===== src/rtl/conv_pkg.sv =====
// conv_pkg: shared width helpers for the broadcast-sample convolver.
// Assumes widths and tap counts are positive.
package conv_pkg;

    // Smallest accumulator that keeps a sum of k full products exact.
    function automatic int min_acc_width(input int sw, input int ww, input int k);
        return sw + ww + $clog2(k);
    endfunction

    // Width of a counter that must hold the value k.
    function automatic int count_width(input int k);
        return (k < 2) ? 1 : $clog2(k + 1);
    endfunction

endpackage


===== src/rtl/conv_weight_ring.sv =====
// conv_weight_ring: a ring of K weight registers with two tag bits each.
// A load shifts a new weight in at cell 0. An accepted sample rotates the ring
// by one cell, from cell K-1 back to cell 0. The first tag rides with w1 and
// the last tag rides with wK. Assumes loads come in full sets of K.
module conv_weight_ring #(
    parameter int K  = 4,
    parameter int WW = 8,
    parameter int CW = 3
) (
    input  logic                 clk,
    input  logic                 rst_n,
    input  logic                 load,
    input  logic signed [WW-1:0] w_in,
    input  logic                 step,
    output logic signed [WW-1:0] wt [K],
    output logic [K-1:0]         first_tag,
    output logic [K-1:0]         last_tag
);

    logic [CW-1:0] load_idx;
    logic          in_first;
    logic          in_last;

    // Position of the incoming weight inside its set.
    assign in_first = (load_idx == '0);
    assign in_last  = (load_idx == CW'(K - 1));

    // Count loads modulo K to tag the first and last weight of each set.
    always_ff @(posedge clk) begin
        if (!rst_n) begin
            load_idx <= '0;
        end else if (load) begin
            load_idx <= in_last ? '0 : load_idx + 1'b1;
        end
    end

    // Shift on load, rotate on an accepted sample; the same path serves both.
    always_ff @(posedge clk) begin
        if (!rst_n) begin
            for (int c = 0; c < K; c++) begin
                wt[c] <= '0;
            end
            first_tag <= '0;
            last_tag  <= '0;
        end else if (load || step) begin
            wt[0]        <= load ? w_in     : wt[K-1];
            first_tag[0] <= load ? in_first : first_tag[K-1];
            last_tag[0]  <= load ? in_last  : last_tag[K-1];
            for (int c = 1; c < K; c++) begin
                wt[c]        <= wt[c-1];
                first_tag[c] <= first_tag[c-1];
                last_tag[c]  <= last_tag[c-1];
            end
        end
    end

    // rotation never creates or drops a start marker.
    p_start_marker_kept_r3: assert property (@(posedge clk) disable iff (!rst_n)
        (step && !load) |=> ($countones(first_tag) == $past($countones(first_tag))));

    // rotation never creates or drops a finish marker.
    p_finish_marker_kept_r3: assert property (@(posedge clk) disable iff (!rst_n)
        (step && !load) |=> ($countones(last_tag) == $past($countones(last_tag))));

endmodule


===== src/rtl/conv_mac_cell.sv =====
// conv_mac_cell: one multiply-accumulate cell holding one partial result.
// On an accepted sample it adds w*x to its sum. When the first tag is present
// it starts a new sum instead. The next sum value is exposed so that the
// unload stage can capture a sum completed in this cycle.
// Assumes AW >= SW + WW.
module conv_mac_cell #(
    parameter int SW = 8,
    parameter int WW = 8,
    parameter int AW = 18
) (
    input  logic                 clk,
    input  logic                 rst_n,
    input  logic                 step,
    input  logic                 first,
    input  logic signed [SW-1:0] x,
    input  logic signed [WW-1:0] w,
    output logic signed [AW-1:0] mac
);

    localparam int PW = SW + WW;

    logic signed [PW-1:0] prod;
    logic signed [AW-1:0] acc;
    logic signed [AW-1:0] base;

    // Full-precision product of the broadcast sample and the local weight.
    assign prod = x * w;

    // Restart the sum on w1, otherwise extend the held sum.
    assign base = first ? '0 : acc;
    assign mac  = base + AW'(prod);

    // Keep the partial result; update only on an accepted sample.
    always_ff @(posedge clk) begin
        if (!rst_n) begin
            acc <= '0;
        end else if (step) begin
            acc <= mac;
        end
    end

    // a partial result is untouched by cycles without an accepted sample.
    p_sum_held_idle_r7: assert property (@(posedge clk) disable iff (!rst_n)
        !step |=> $stable(acc));

endmodule


===== src/rtl/conv_unload.sv =====
// conv_unload: picks the one cell whose sum completes in this cycle and
// registers it with a one-cycle strobe. A warm-up count suppresses sums
// begun before the latest weight load. Assumes full weight sets, which give
// at most one finishing cell.
module conv_unload #(
    parameter int K  = 4,
    parameter int AW = 18,
    parameter int CW = 3
) (
    input  logic                 clk,
    input  logic                 rst_n,
    input  logic                 step,
    input  logic                 load,
    input  logic [K-1:0]         last_tag,
    input  logic signed [AW-1:0] mac [K],
    output logic                 y_valid,
    output logic signed [AW-1:0] y_data
);

    logic [CW-1:0]        warm;
    logic                 warmed;
    logic signed [AW-1:0] pick;

    assign warmed = (warm == CW'(K - 1));

    // Count accepted samples after a load, saturating at K-1.
    always_ff @(posedge clk) begin
        if (!rst_n) begin
            warm <= '0;
        end else if (load) begin
            warm <= '0;
        end else if (step && !warmed) begin
            warm <= warm + 1'b1;
        end
    end

    // AND-OR select of the finishing cell's sum.
    always_comb begin
        pick = '0;
        for (int c = 0; c < K; c++) begin
            if (last_tag[c]) begin
                pick = pick | mac[c];
            end
        end
    end

    // Register the completed result and its strobe.
    always_ff @(posedge clk) begin
        if (!rst_n) begin
            y_valid <= 1'b0;
            y_data  <= '0;
        end else begin
            y_valid <= step && warmed && (|last_tag);
            if (step && warmed && (|last_tag)) begin
                y_data <= pick;
            end
        end
    end

    // no more than one cell finishes on any accepted sample.
    p_one_finisher_r5: assert property (@(posedge clk) disable iff (!rst_n)
        (step && warmed) |-> $onehot0(last_tag));

endmodule


===== src/rtl/conv_bcast_array.sv =====
// conv_bcast_array: K-cell convolver with broadcast samples, circulating
// weights and stationary sums. A sample is accepted when s_valid is high and
// w_valid is low. Assumes weights are loaded in complete sets of K, w1 first.
module conv_bcast_array #(
    parameter int K  = 4,
    parameter int SW = 8,
    parameter int WW = 8,
    parameter int AW = conv_pkg::min_acc_width(SW, WW, K)
) (
    input  logic                 clk,
    input  logic                 rst_n,
    input  logic                 s_valid,
    input  logic signed [SW-1:0] s_data,
    input  logic                 w_valid,
    input  logic signed [WW-1:0] w_data,
    output logic                 y_valid,
    output logic signed [AW-1:0] y_data
);

    localparam int CW = conv_pkg::count_width(K);

    logic                 step;
    logic signed [WW-1:0] wt [K];
    logic [K-1:0]         first_tag;
    logic [K-1:0]         last_tag;
    logic signed [AW-1:0] mac [K];

    // A load has priority; a colliding sample is dropped.
    assign step = s_valid && !w_valid;

    conv_weight_ring #(.K(K), .WW(WW), .CW(CW)) u_ring (
        .clk       (clk),
        .rst_n     (rst_n),
        .load      (w_valid),
        .w_in      (w_data),
        .step      (step),
        .wt        (wt),
        .first_tag (first_tag),
        .last_tag  (last_tag)
    );

    for (genvar c = 0; c < K; c++) begin : g_cell
        conv_mac_cell #(.SW(SW), .WW(WW), .AW(AW)) u_cell (
            .clk   (clk),
            .rst_n (rst_n),
            .step  (step),
            .first (first_tag[c]),
            .x     (s_data),
            .w     (wt[c]),
            .mac   (mac[c])
        );
    end

    conv_unload #(.K(K), .AW(AW), .CW(CW)) u_unload (
        .clk      (clk),
        .rst_n    (rst_n),
        .step     (step),
        .load     (w_valid),
        .last_tag (last_tag),
        .mac      (mac),
        .y_valid  (y_valid),
        .y_data   (y_data)
    );

    // Checker: accepted samples since the last load, saturating at K.
    logic [CW-1:0] chk_seen;
    always_ff @(posedge clk) begin
        if (!rst_n) begin
            chk_seen <= '0;
        end else if (w_valid) begin
            chk_seen <= '0;
        end else if (s_valid && chk_seen != CW'(K)) begin
            chk_seen <= chk_seen + 1'b1;
        end
    end

    // no result before K samples have followed a load.
    p_warmup_r2: assert property (@(posedge clk) disable iff (!rst_n)
        y_valid |-> (chk_seen == CW'(K)));

    // a load cycle never yields a result, even with a sample present.
    p_load_silent_r4: assert property (@(posedge clk) disable iff (!rst_n)
        w_valid |=> !y_valid);

    // a result strobe follows an accepted sample.
    p_out_after_sample_r1: assert property (@(posedge clk) disable iff (!rst_n)
        (!s_valid || w_valid) |=> !y_valid);

endmodule


===== config.mk =====
export PLATFORM = sky130hd
export DESIGN_NAME = conv_bcast_array
export DESIGN_NICKNAME = d
export VERILOG_FILES = /design/src/rtl/conv_pkg.sv /design/src/rtl/conv_weight_ring.sv /design/src/rtl/conv_mac_cell.sv /design/src/rtl/conv_unload.sv /design/src/rtl/conv_bcast_array.sv
export SDC_FILE = /design/constraint.sdc
export NUM_CORES = 1
export LEC_CHECK = 0
export BUFFER_PORTS_ARGS = -buffer_cell sky130_fd_sc_hd__buf_4
export CORE_MARGIN = 3
export CORE_UTILIZATION = 50
export CTS_CLUSTER_DIAMETER = 60
export CTS_CLUSTER_SIZE = 30
export DETAILED_ROUTE_END_ITERATION = 10
export PLACE_DENSITY = 0.65
export SLEW_MARGIN = 15
export SYNTH_ARGS = -nofsm -noshare
export SYNTH_HDL_FRONTEND = slang
export SYNTH_HIERARCHICAL = 1
export SYNTH_SLANG_ARGS = --single-unit

===== constraint.sdc =====
create_clock -name clk -period 8.1 [get_ports clk]
set_input_delay 1.215 -clock clk [delete_from_list [all_inputs] [get_ports clk]]
set_output_delay 1.215 -clock clk [all_outputs]
set_load 0.01 [all_outputs]

==> impl_results.md <==
* Outcome: finished, final reports clean
* Die width at approximately 200 µm
* CTS H-Tree Depth at 4
* Tightest Pin Transition at roughly 1.2 ns
* CP max stage cell: and2_1
* RSZ-0062 raised after global routing: false
* Post-synth EDFFs at 0
* Netlist cell types at just over 70
* Number of nets still failing antenna checks after routing at 0
* Post-synthesis area per instance at between 9 and 10 µm²
* Hold_sp: u_ring/load_idx[2]$_SDFFE_PN0P_
* Setup repair bufs after CTS at 0
* Hold Slack at approximately 0.44 ns
* Post-synthesis net count at approximately 2500
* Root Buffer: clkbuf_16
* Share of cells above drive strength 1 at between 6 and 7%
* Leak Pwr at roughly 10 nW
* M1 GR Usage at ~35%
* Clock transition at path regs at ~0.070 ns
* Hold path depth at 2
* Iteration-0 DRC Markers at 876
* Setup CP Type: input pin to flop
* Area contributors post-synth: fa_1 33%, dfxtp_1 14%, ha_1 11%
* Worst VDD drop at roughly 160 µV
* Clk_lat worst skew at ~0.45 ns
* Gr usage total at around 25%
* CTS tree: built
* # Max-Cap Violations at 0
* Post-synth top area cell: fa_1
* M2 GR Usage at about 40%
* Synth top area share at 33.4%
* Req. time, crit path at between 8 and 9 ns
* Setup TNS Final at 0 ns
* Synthesized cell area at approximately 19000 µm²
* Gr ovfl total at 0
* Finished Core Util at between 50 and 60%
* Global-route track usage on met3 at about 5.0%
* Clk buf depth at 2
* Post-DR vias/cell at roughly 5.5
* # diodes at 0
* Power per cell area at about 150 nW/µm²
* Headroom to the max-slew limit at a little over a fifth
* Register area share after synthesis at about 14%
* Router iterations before antenna repair at 5
* Vias at 13900
* RD Place Congestion at around 0.9
* Area growth syn-to-layout at 6.81%
* Number of buffers created by CTS at 17
* Reg2reg start: u_ring/wt[25]$_SDFFE_PN0P_
* Most common cell in the netlist: inv_1
* Port-buffer cells at 38
* Worst-path maximum fanout at 32
* DRC at 0
* Initial Util at 50.8%
* Worst setup path startpoint: s_data[7]
* Tot Pwr at roughly 3.1 mW
* CP endpoint kind: flop
* Total wire length after detailed routing at just under 50000 µm
* Final #Nets at between 2000 and 3000
* Worst Reg-to-Reg Cells at 16
* Die height at between 200 and 250 µm
* First-pass GRT wire length at between 80000 and 90000 µm
* Most common cell on crit path: fa_1
* F_max at around 150 MHz
* Pin count of the biggest net entering global routing at 71
* Row cnt at 71
* CTS resizes at 0
* Number of slew-limit violations in the final report at 0
* Final hold vios at 0
* Share of synthesized registers carrying an async set or reset at 0%
* Crit path DAT at roughly 7 ns
* Setup Viol. Count Final at 0
* Commonest cells in the netlist: 333 x inv_1, 320 x fa_1, 176 x nand2_1
* Final Cycle Share at around four fifths
* Io pins at 39
* Final Skew at ~0.014 ns
* RR Endpoint: u_unload/y_data[17]$_SDFFE_PN0P_
* R2R Setup Slk at between 2 and 2.5 ns
* CP Launch Type: input pin
* Core Area at between 30000 and 40000 µm²
* Crit path largest cell delay at 0.68 ns
* Mapped Cells at slightly below 2000
* Minimum clock period after layout at 6.55 ns
* Yosys reg bits at about 140
* Sink Count at 137
* Post-CTS Hold Buffers at 0
* Worst Hold Path EP: u_ring/load_idx[2]$_SDFFE_PN0P_
* Routed len/inst at 19.2 µm
* Main synth FF type: dfxtp_1
* Place WS at around 1.2 ns
* Worst hold path type: flop to flop
* Busiest grt layer: met2
* Worst setup margin at 1.55 ns
* HPWL after DPL at ~37000 µm
* Vias in the first global route at 15000
* Synth warnings at 6
* Initial antenna violation count at 1
* CP Cell Sequence: buf_4 > and2_1 > fa_1 > fa_1 > fa_1 > fa_1 > ha_1 > ha_1 > a2111oi_0 > o21ai_0 > nand4_1 > o21ai_0 > xnor2_1 > inv_1 > a22o_1 > a221oi_1 > o21ai_1
* Die ar. at about 40000 µm²
## power by group
part	total [mW]	switching, mW	leakage [nW]	internal, mW
logic	1.53	0.915	9.00	0.613
registers	0.764	0.0445	1.11	0.720
clock network	0.800	0.352	0.281	0.448
total	3.09	1.31	10.4	1.78
## critical path: cells and delay by family
kind	cells	cell delay (ns)
fa+ha+maj	6	2.71
compound gates	6	1.32
simple gates	2	0.90
buf+inv	2	0.43
xor+xnor	1	0.25
## sequential cells by signal, indices dropped and copies added (netlist names)
register,count
u_unload/warm,3
g_cell.u_cell/acc,72
u_unload/y_valid,1
u_ring/wt,32
u_ring/first_tag,4
u_ring/last_tag,4
u_ring/load_idx,3
u_unload/y_data,18
## how the worst max path moves through the flow
stage,end,slack (ns),depth (start not counted)
after global placement,u_unload/y_data[17]$_SDFFE_PN0P_,1.26,17
after detailed placement,u_unload/y_data[17]$_SDFFE_PN0P_,1.17,17
after global routing,u_unload/y_data[17]$_SDFFE_PN0P_,1.16,17
final,u_unload/y_data[17]$_SDFFE_PN0P_,1.55,17
after floorplan,u_unload/y_data[14]$_SDFFE_PN0P_,1.80,17
after CTS,u_unload/y_data[17]$_SDFFE_PN0P_,1.61,17
## final cells by class
class,count,area (µm²)
clock buffer,20,457
clock inverter,12,126
fill,3412,17300
inverter,339,1270
multi-input combinational,1451,14900
sequential,137,2740
tap,511,639
timing repair buffer,52,390
## per-stage QoR
stage	instances	cell area, µm²
after floorplan	1982	19200
after global placement	2490	19900
after detailed placement	2490	19900
after CTS	2522	20500
after global routing	2522	20500
final	2522	20500
## layout by cell type (no fill, tap or decap), types with 17 or more instances in the layout
master and n:
a21boi_0 19, a21o_1 20, a21oi_1 44, a221oi_1 19, a22o_1 22, and2_1 136
buf_4 52, clkbuf_16 17, dfxtp_1 137, fa_1 320, ha_1 172, inv_1 333
mux2i_1 57, nand2_1 176, nand2b_1 32, nor2_1 61, nor2b_1 88, o211ai_1 24
o21ai_0 24, xnor2_1 62
## routing by layer
metal	up-vias	wire [µm]
li1	6367	-
met1	7119	21600
met2	350	22200
met3	93	2990
met4	2	1650
met5	-	13
## logic make-up after synthesis
| family | Yosys count | share of synthesized area (%) |
|---|---|---|
| adders and majority gates | 492 | 44.6 |
| AOI/OAI and AO/OA | 272 | 10.9 |
| and+or+nand+nor | 553 | 15.4 |
| xor gates and xnor gates | 76 | 3.47 |
| muxes | 58 | 3.05 |
| buffers and inverters | 394 | 8.23 |
| DFF | 137 | 14.3 |
Power figures use the tool's default switching activity.
